[src/rtl/i2cbc_pkg.sv]
// Shared definitions for the bus-clear engine.
// Assumes: the sequencer state is encoded in three bits.
package i2cbc_pkg;

    typedef enum logic [2:0] {
        ST_IDLE      = 3'd0,
        ST_LOW       = 3'd1,
        ST_HIGH      = 3'd2,
        ST_STP_SETUP = 3'd3,
        ST_STP_HOLD  = 3'd4
    } seq_state_e;

endpackage

[src/rtl/i2cbc_cfg.sv]
// Shadow-to-active configuration holder.
// load_req raises load_busy for one cycle, and the shadow values are copied
// at the end of that cycle. The active start bit is cleared by seq_finish;
// while a sequence runs, a load leaves the start bit at 1.
// Assumes: the shadow inputs are stable during the busy cycle.
module i2cbc_cfg #(
    parameter int THR_W = 8
) (
    input  logic             clk,
    input  logic             rst_n,
    input  logic [THR_W-1:0] sh_thresh,
    input  logic             sh_stop,
    input  logic             sh_term,
    input  logic             sh_go,
    input  logic             load_req,
    input  logic             seq_running,
    input  logic             seq_finish,
    output logic [THR_W-1:0] act_thresh,
    output logic             act_stop,
    output logic             act_term,
    output logic             act_go,
    output logic             load_busy
);

    // Load handshake: busy mirrors the strobe delayed by one cycle.
    always_ff @(posedge clk) begin
        if (!rst_n) load_busy <= 1'b0;
        else        load_busy <= load_req;
    end

    // Active option fields: copied during the busy cycle.
    always_ff @(posedge clk) begin
        if (!rst_n) begin
            act_thresh <= '0;
            act_stop   <= 1'b0;
            act_term   <= 1'b0;
        end else if (load_busy) begin
            act_thresh <= sh_thresh;
            act_stop   <= sh_stop;
            act_term   <= sh_term;
        end
    end

    // Active start bit: completion clears it; a load while idle sets it.
    always_ff @(posedge clk) begin
        if (!rst_n)                        act_go <= 1'b0;
        else if (seq_finish)               act_go <= 1'b0;
        else if (load_busy && !seq_running) act_go <= sh_go;
    end

endmodule

[src/rtl/i2cbc_seq.sv]
// Pulse sequencer. It issues SCL pulses (low phase, then high phase, one
// tick each) and samples SDA on the tick that ends each high phase. It
// stops on early release (when term is set) or when the limit is reached,
// and can then append a STOP. fin_ok carries the result on the finish cycle.
// Assumes: tick is a one-cycle strobe; sda_in is already synchronized.
module i2cbc_seq
    import i2cbc_pkg::*;
#(
    parameter int THR_W = 8
) (
    input  logic             clk,
    input  logic             rst_n,
    input  logic             tick,
    input  logic             go,
    input  logic [THR_W-1:0] thresh,
    input  logic             term,
    input  logic             stop_en,
    input  logic             sda_in,
    output logic             scl_pull,
    output logic             sda_pull,
    output logic             running,
    output logic             finish,
    output logic             fin_ok
);

    seq_state_e       state, state_nx;
    logic [THR_W-1:0] cnt;
    logic             seen_hi;
    logic             ok_hold;
    logic             succ_now;
    logic             limit_hit;
    logic             end_pulses;

    assign succ_now   = seen_hi | sda_in;
    assign limit_hit  = (cnt >= thresh);
    assign end_pulses = (term && sda_in) || limit_hit;

    // Next-state and finish decode.
    always_comb begin
        state_nx = state;
        finish   = 1'b0;
        fin_ok   = 1'b0;
        unique case (state)
            ST_IDLE: if (go) state_nx = ST_LOW;
            ST_LOW:  if (tick) state_nx = ST_HIGH;
            ST_HIGH: begin
                if (tick) begin
                    if (!end_pulses) begin
                        state_nx = ST_LOW;
                    end else if (succ_now && stop_en) begin
                        state_nx = ST_STP_SETUP;
                    end else begin
                        state_nx = ST_IDLE;
                        finish   = 1'b1;
                        fin_ok   = succ_now;
                    end
                end
            end
            ST_STP_SETUP: if (tick) state_nx = ST_STP_HOLD;
            ST_STP_HOLD: begin
                if (tick) begin
                    state_nx = ST_IDLE;
                    finish   = 1'b1;
                    fin_ok   = ok_hold;
                end
            end
            default: state_nx = ST_IDLE;
        endcase
    end

    // State register.
    always_ff @(posedge clk) begin
        if (!rst_n) state <= ST_IDLE;
        else        state <= state_nx;
    end

    // Pulse counter: cleared at start, bumped on entry to each high phase.
    always_ff @(posedge clk) begin
        if (!rst_n)                             cnt <= '0;
        else if (state == ST_IDLE)              cnt <= '0;
        else if (state == ST_LOW && tick)       cnt <= cnt + 1'b1;
    end

    // SDA-seen-high flag: set by any high-phase sample during the run.
    always_ff @(posedge clk) begin
        if (!rst_n)                              seen_hi <= 1'b0;
        else if (state == ST_IDLE)               seen_hi <= 1'b0;
        else if (state == ST_HIGH && tick)       seen_hi <= succ_now;
    end

    // Result held across the STOP phases.
    always_ff @(posedge clk) begin
        if (!rst_n)                                        ok_hold <= 1'b0;
        else if (state == ST_HIGH && tick && end_pulses)   ok_hold <= succ_now;
    end

    // Line controls decoded from the registered state.
    always_comb begin
        scl_pull = (state == ST_LOW) || (state == ST_STP_SETUP);
        sda_pull = (state == ST_STP_SETUP) || (state == ST_STP_HOLD);
        running  = (state != ST_IDLE);
    end

endmodule

[src/rtl/i2cbc_status.sv]
// Result holder. On each finish it latches the result and raises a
// completion pulse for one cycle.
// Assumes: finish is high for at most one cycle per sequence.
module i2cbc_status (
    input  logic clk,
    input  logic rst_n,
    input  logic finish,
    input  logic fin_ok,
    output logic clear_ok,
    output logic done
);

    // Latch the outcome; hold it until the next completion.
    always_ff @(posedge clk) begin
        if (!rst_n)      clear_ok <= 1'b0;
        else if (finish) clear_ok <= fin_ok;
    end

    // Completion strobe.
    always_ff @(posedge clk) begin
        if (!rst_n) done <= 1'b0;
        else        done <= finish;
    end

endmodule

[src/rtl/i2c_bus_unstick.sv]
// Top of the bus-clear recovery engine: it connects the configuration
// holder, the pulse sequencer and the result holder.
// Assumes: bit_tick is a one-cycle strobe at the bit-phase rate; sda_in is
// synchronized; scl_pull/sda_pull drive open-drain pads outside the block.
module i2c_bus_unstick #(
    parameter int THR_W = 8
) (
    input  logic             clk,
    input  logic             rst_n,
    input  logic             bit_tick,
    input  logic [THR_W-1:0] cfg_thresh,
    input  logic             cfg_stop,
    input  logic             cfg_term,
    input  logic             cfg_go,
    input  logic             load_req,
    input  logic             sda_in,
    output logic             load_busy,
    output logic             en_readback,
    output logic             scl_pull,
    output logic             sda_pull,
    output logic             clear_ok,
    output logic             seq_done
);

    logic [THR_W-1:0] a_thresh;
    logic             a_stop, a_term, a_go;
    logic             running, finish, fin_ok;

    i2cbc_cfg #(.THR_W(THR_W)) u_cfg (
        .clk        (clk),
        .rst_n      (rst_n),
        .sh_thresh  (cfg_thresh),
        .sh_stop    (cfg_stop),
        .sh_term    (cfg_term),
        .sh_go      (cfg_go),
        .load_req   (load_req),
        .seq_running(running),
        .seq_finish (finish),
        .act_thresh (a_thresh),
        .act_stop   (a_stop),
        .act_term   (a_term),
        .act_go     (a_go),
        .load_busy  (load_busy)
    );

    i2cbc_seq #(.THR_W(THR_W)) u_seq (
        .clk     (clk),
        .rst_n   (rst_n),
        .tick    (bit_tick),
        .go      (a_go),
        .thresh  (a_thresh),
        .term    (a_term),
        .stop_en (a_stop),
        .sda_in  (sda_in),
        .scl_pull(scl_pull),
        .sda_pull(sda_pull),
        .running (running),
        .finish  (finish),
        .fin_ok  (fin_ok)
    );

    i2cbc_status u_stat (
        .clk     (clk),
        .rst_n   (rst_n),
        .finish  (finish),
        .fin_ok  (fin_ok),
        .clear_ok(clear_ok),
        .done    (seq_done)
    );

    assign en_readback = a_go;

endmodule

[config.mk]
export PLATFORM = sky130hd
export DESIGN_NAME = i2c_bus_unstick
export DESIGN_NICKNAME = d
export VERILOG_FILES = /design/src/rtl/i2cbc_pkg.sv /design/src/rtl/i2cbc_cfg.sv /design/src/rtl/i2cbc_seq.sv /design/src/rtl/i2cbc_status.sv /design/src/rtl/i2c_bus_unstick.sv
export SDC_FILE = /design/constraint.sdc
export NUM_CORES = 1
export LEC_CHECK = 0
export BUFFER_PORTS_ARGS = -buffer_cell sky130_fd_sc_hd__clkbuf_2
export CAP_MARGIN = 25
export CORE_ASPECT_RATIO = 1.25
export CORE_MARGIN = 3
export CORE_UTILIZATION = 40
export CTS_CLUSTER_DIAMETER = 60
export DETAILED_ROUTE_END_ITERATION = 10
export SYNTH_ARGS = -nofsm -noshare
export SYNTH_HDL_FRONTEND = slang
export SYNTH_HIERARCHICAL = 1
export SYNTH_SLANG_ARGS = --single-unit
[constraint.sdc]
create_clock -name clk -period 2.2 [get_ports clk]
set_input_delay 0.33 -clock clk [delete_from_list [all_inputs] [get_ports clk]]
set_output_delay 0.33 -clock clk [all_outputs]
set_load 0.05 [all_outputs]
==> summary.md <==
| Metric | Value |
|---|---|
| CTS hold repair buffers | 0 |
| Number of synthesized flops with an enable pin | 0 |
| GP Congestion | between 0.8 and 0.9 |
| Fin. max-slew vios | 0 |
| Syn avg cell area | ~9.4 um2 |
| Most common cell in the synthesized netlist | dfxtp_1 |
| Starting density of the core | 43.1% |
| Die outline width | 59.7 um |
| Setup_tns | 0 ps |
| DIE HEIGHT | approximately 73 um |
| Share of cells above drive strength 1 | 18.9% |
| Biggest area consumer among synthesized cells | dfxtp_1 |
| CP arrival | 2160 ps |
| IO buf count | 21 |
| Worst setup margin | 211 ps |
| RSZ-0062 raised after global routing | false |
| VDD IR max | between 0.3 and 0.4 mV |
| Drt total wl | 2890 um |
| Shortest period the worst path allows | 1990 ps |
| Routed len/inst | 13.6 um |
| Largest net degree at the start of global routing | 18 |
| Area delta synth->final | 12.7% |
| CTS max path bufs | 2 |
| Crit path max fanout | 6 |
| H-tree depth | 1 |
| Routed vias/inst | 5.30 |
| Outcome | complete, no violations |
| Hold Fails Final Rpt | 0 |
| DRT antenna net count | 0 |
| GRT Util Overall | between 15 and 20% |
| Final HPWL DP | 2200 um |
| Ys flop type | dfxtp_1 |
| # Post-CTS Setup Buffers | 0 |
| Crit Path Class | reg2reg |
| Worst-skew pair later-pin latency | 270 ps |
| Seq/Total Area, Yosys | 37.5% |
| Top area cells in the synthesized netlist | dfxtp_1 38%, mux2i_1 9.7%, ha_1 7.8% |
| Post-cts resize count | 0 |
| CTS tree | yes |
| Part of the cycle the worst path needs | 90.4% |
| CTS Sinks | 27 |
| Slew @ Worst Pin | 403 ps |
| Num CTS Buffers | 3 |
| Post-Place Worst Slack | 232 ps |
| Critical path endpoint category | flip-flop |
| CTS clock-pin slew for the worst setup and hold paths | 90 ps |
| Ys async rst share | 0% |
| GRT overflow | 0 |
| Multi-input gate area | 822 um2 |
| # Max-Cap Violations | 0 |
| # fillers | 350 |
| Worst slew margin | 72.9% |
| Remaining DRCs | 0 |
| Hold Crit Class | in2reg |
| Antenna violations before repair | 0 |
| Via Count | between 1k and 1.5k |
| Post-synthesis net count | between 150 and 200 |
| Vias in the first global route | 1152 |
| Cell count after synthesis | between 150 and 200 |
| Post-synthesis register bit count | 27 |
| Max Clock Skew | 4.69 ps |
| Register area | about 540 um2 |
| Drt initial violations | 36 |
| F_max | 503 MHz |
| FP Rows | 23 |
| Yosys warning count | 6 |
| Ant diodes | 0 |
| Root Buffer | clkbuf_8 |
| Static leakage | ~0.65 nW |
| First-pass DRT Iterations | 4 |
| CP startpoint kind | flip-flop |
| IO Pins | 22 |
| Core Area | ~3300 um2 |
| Full die area | 4360 um2 |
| Most instantiated cells after synthesis | 27 x dfxtp_1, 17 x nor2_1, 14 x mux2i_1, 12 x nor2b_1, 11 x inv_1 |
| Finish-stage setup viols | 0 |
| Post-Syn Area | 1440 um2 |
| Worst EP required | approximately 2400 ps |
| P per Cell Area | 571 nW/um2 |
| Post-synthesis cell type count | 38 |
| Layout Nets | 201 |
| Share of the synthesized area in the top cell type | 37.5% |
| Global-route wire length before repair | 5110 um |
==> metal layers <==
layer	routed length, um	track usage, %	up-vias
li1	-	-	570
met1	1250	17.2	520
met2	1470	26.1	27
met3	102	2.12	6
met4	58	8.37	0
met5	0	0	-
==> cells in the final DEF (no fill, tap or decap), types with 2 or more instances in the layout <==
master     n
or3_1      2
inv_1     11
clkbuf_8   3
o21a_1     3
clkbuf_2  21
ha_1       9
nor2_1    17
buf_4      3
xor2_1     6
o21ai_0    4
nor2b_1   12
a21oi_1    3
and3_1     2
a31oi_1    2
mux2i_1   14
a221oi_1   2
nand2_1    9
nand4_1    5
nand3b_1   2
dfxtp_1   27
==> layout make-up <==
cell class | count | area share, %
multi-input cells | 109 | 50.7
flip-flops and latches | 27 | 33.3
repair buffers | 24 | 7.86
well taps | 37 | 2.85
clock buffers | 4 | 2.78
inverters | 11 | 2.54
==> flip-flops by register name, summed over array words and instances, names as in the netlist <==
register	flops
u_cfg/act_go	1
u_cfg/act_stop	1
u_cfg/act_term	1
u_cfg/act_thresh	8
u_cfg/load_busy	1
u_seq/cnt	8
u_seq/ok_hold	1
u_seq/seen_hi	1
u_seq/state	3
u_stat/clear_ok	1
u_stat/done	1
==> critical path: stages (launching register included) <==
cell,delay [ps]
dfxtp_1,330
inv_1,40
ha_1,260
nand2b_4,120
a2111oi_4,70
o41ai_4,430
nand3_1,120
a21oi_1,240
mux2i_1,200
nor2b_1,60
==> power by group <==
| group | total [mW] | switching [mW] | internal [mW] |
|---|---|---|---|
| Combinational | 0.127 | 0.0703 | 0.0568 |
| Sequential | 0.513 | 0.0109 | 0.502 |
| Clock | 0.286 | 0.157 | 0.130 |
| Total | 0.926 | 0.238 | 0.689 |
==> metrics by stage <==
| stage | cells | instance area (um2) | hold slack, ps | power, mW | utilization (%) |
|---|---|---|---|---|---|
| after CTS | 212 | 1620 | 253 | 0.940 | 48.6 |
| after global placement | 208 | 1580 | 484 | 0.647 | 47.3 |
| final | 212 | 1620 | 264 | 0.926 | 48.6 |
| after global routing | 212 | 1620 | 258 | 0.976 | 48.6 |
| after detailed placement | 208 | 1580 | 493 | 0.652 | 47.3 |
| after floorplan | 153 | 1440 | 454 | 0.620 | - |
==> cells by family after synthesis <==
| kind of cell | count (synthesis) | synth area share, % |
|---|---|---|
| AOI/OAI and AO/OA | 20 | 12.3 |
| adders and majority gates | 9 | 7.82 |
| DFF | 27 | 37.5 |
| xor gates and xnor gates | 7 | 4.26 |
| muxes | 14 | 9.73 |
| and+or+nand+nor | 59 | 23.0 |
| buffers and inverters | 17 | 5.39 |
==> worst paths after layout <==
path	from	end	slack (ps)	cells past startpoint
worst min register to register	u_seq/seen_hi$_SDFFE_PP0P_	u_seq/seen_hi$_SDFFE_PP0P_	510	2
worst min-delay path	load_req	u_cfg/load_busy$_SDFF_PN0_	260	2
worst max register to register	u_seq/cnt[0]$_SDFFE_PP0P_	u_stat/clear_ok$_SDFFE_PN0P_	210	9
worst max-delay path	u_seq/cnt[0]$_SDFFE_PP0P_	u_stat/clear_ok$_SDFFE_PN0P_	210	9
Note: power is estimated with default switching activity, not from simulation.
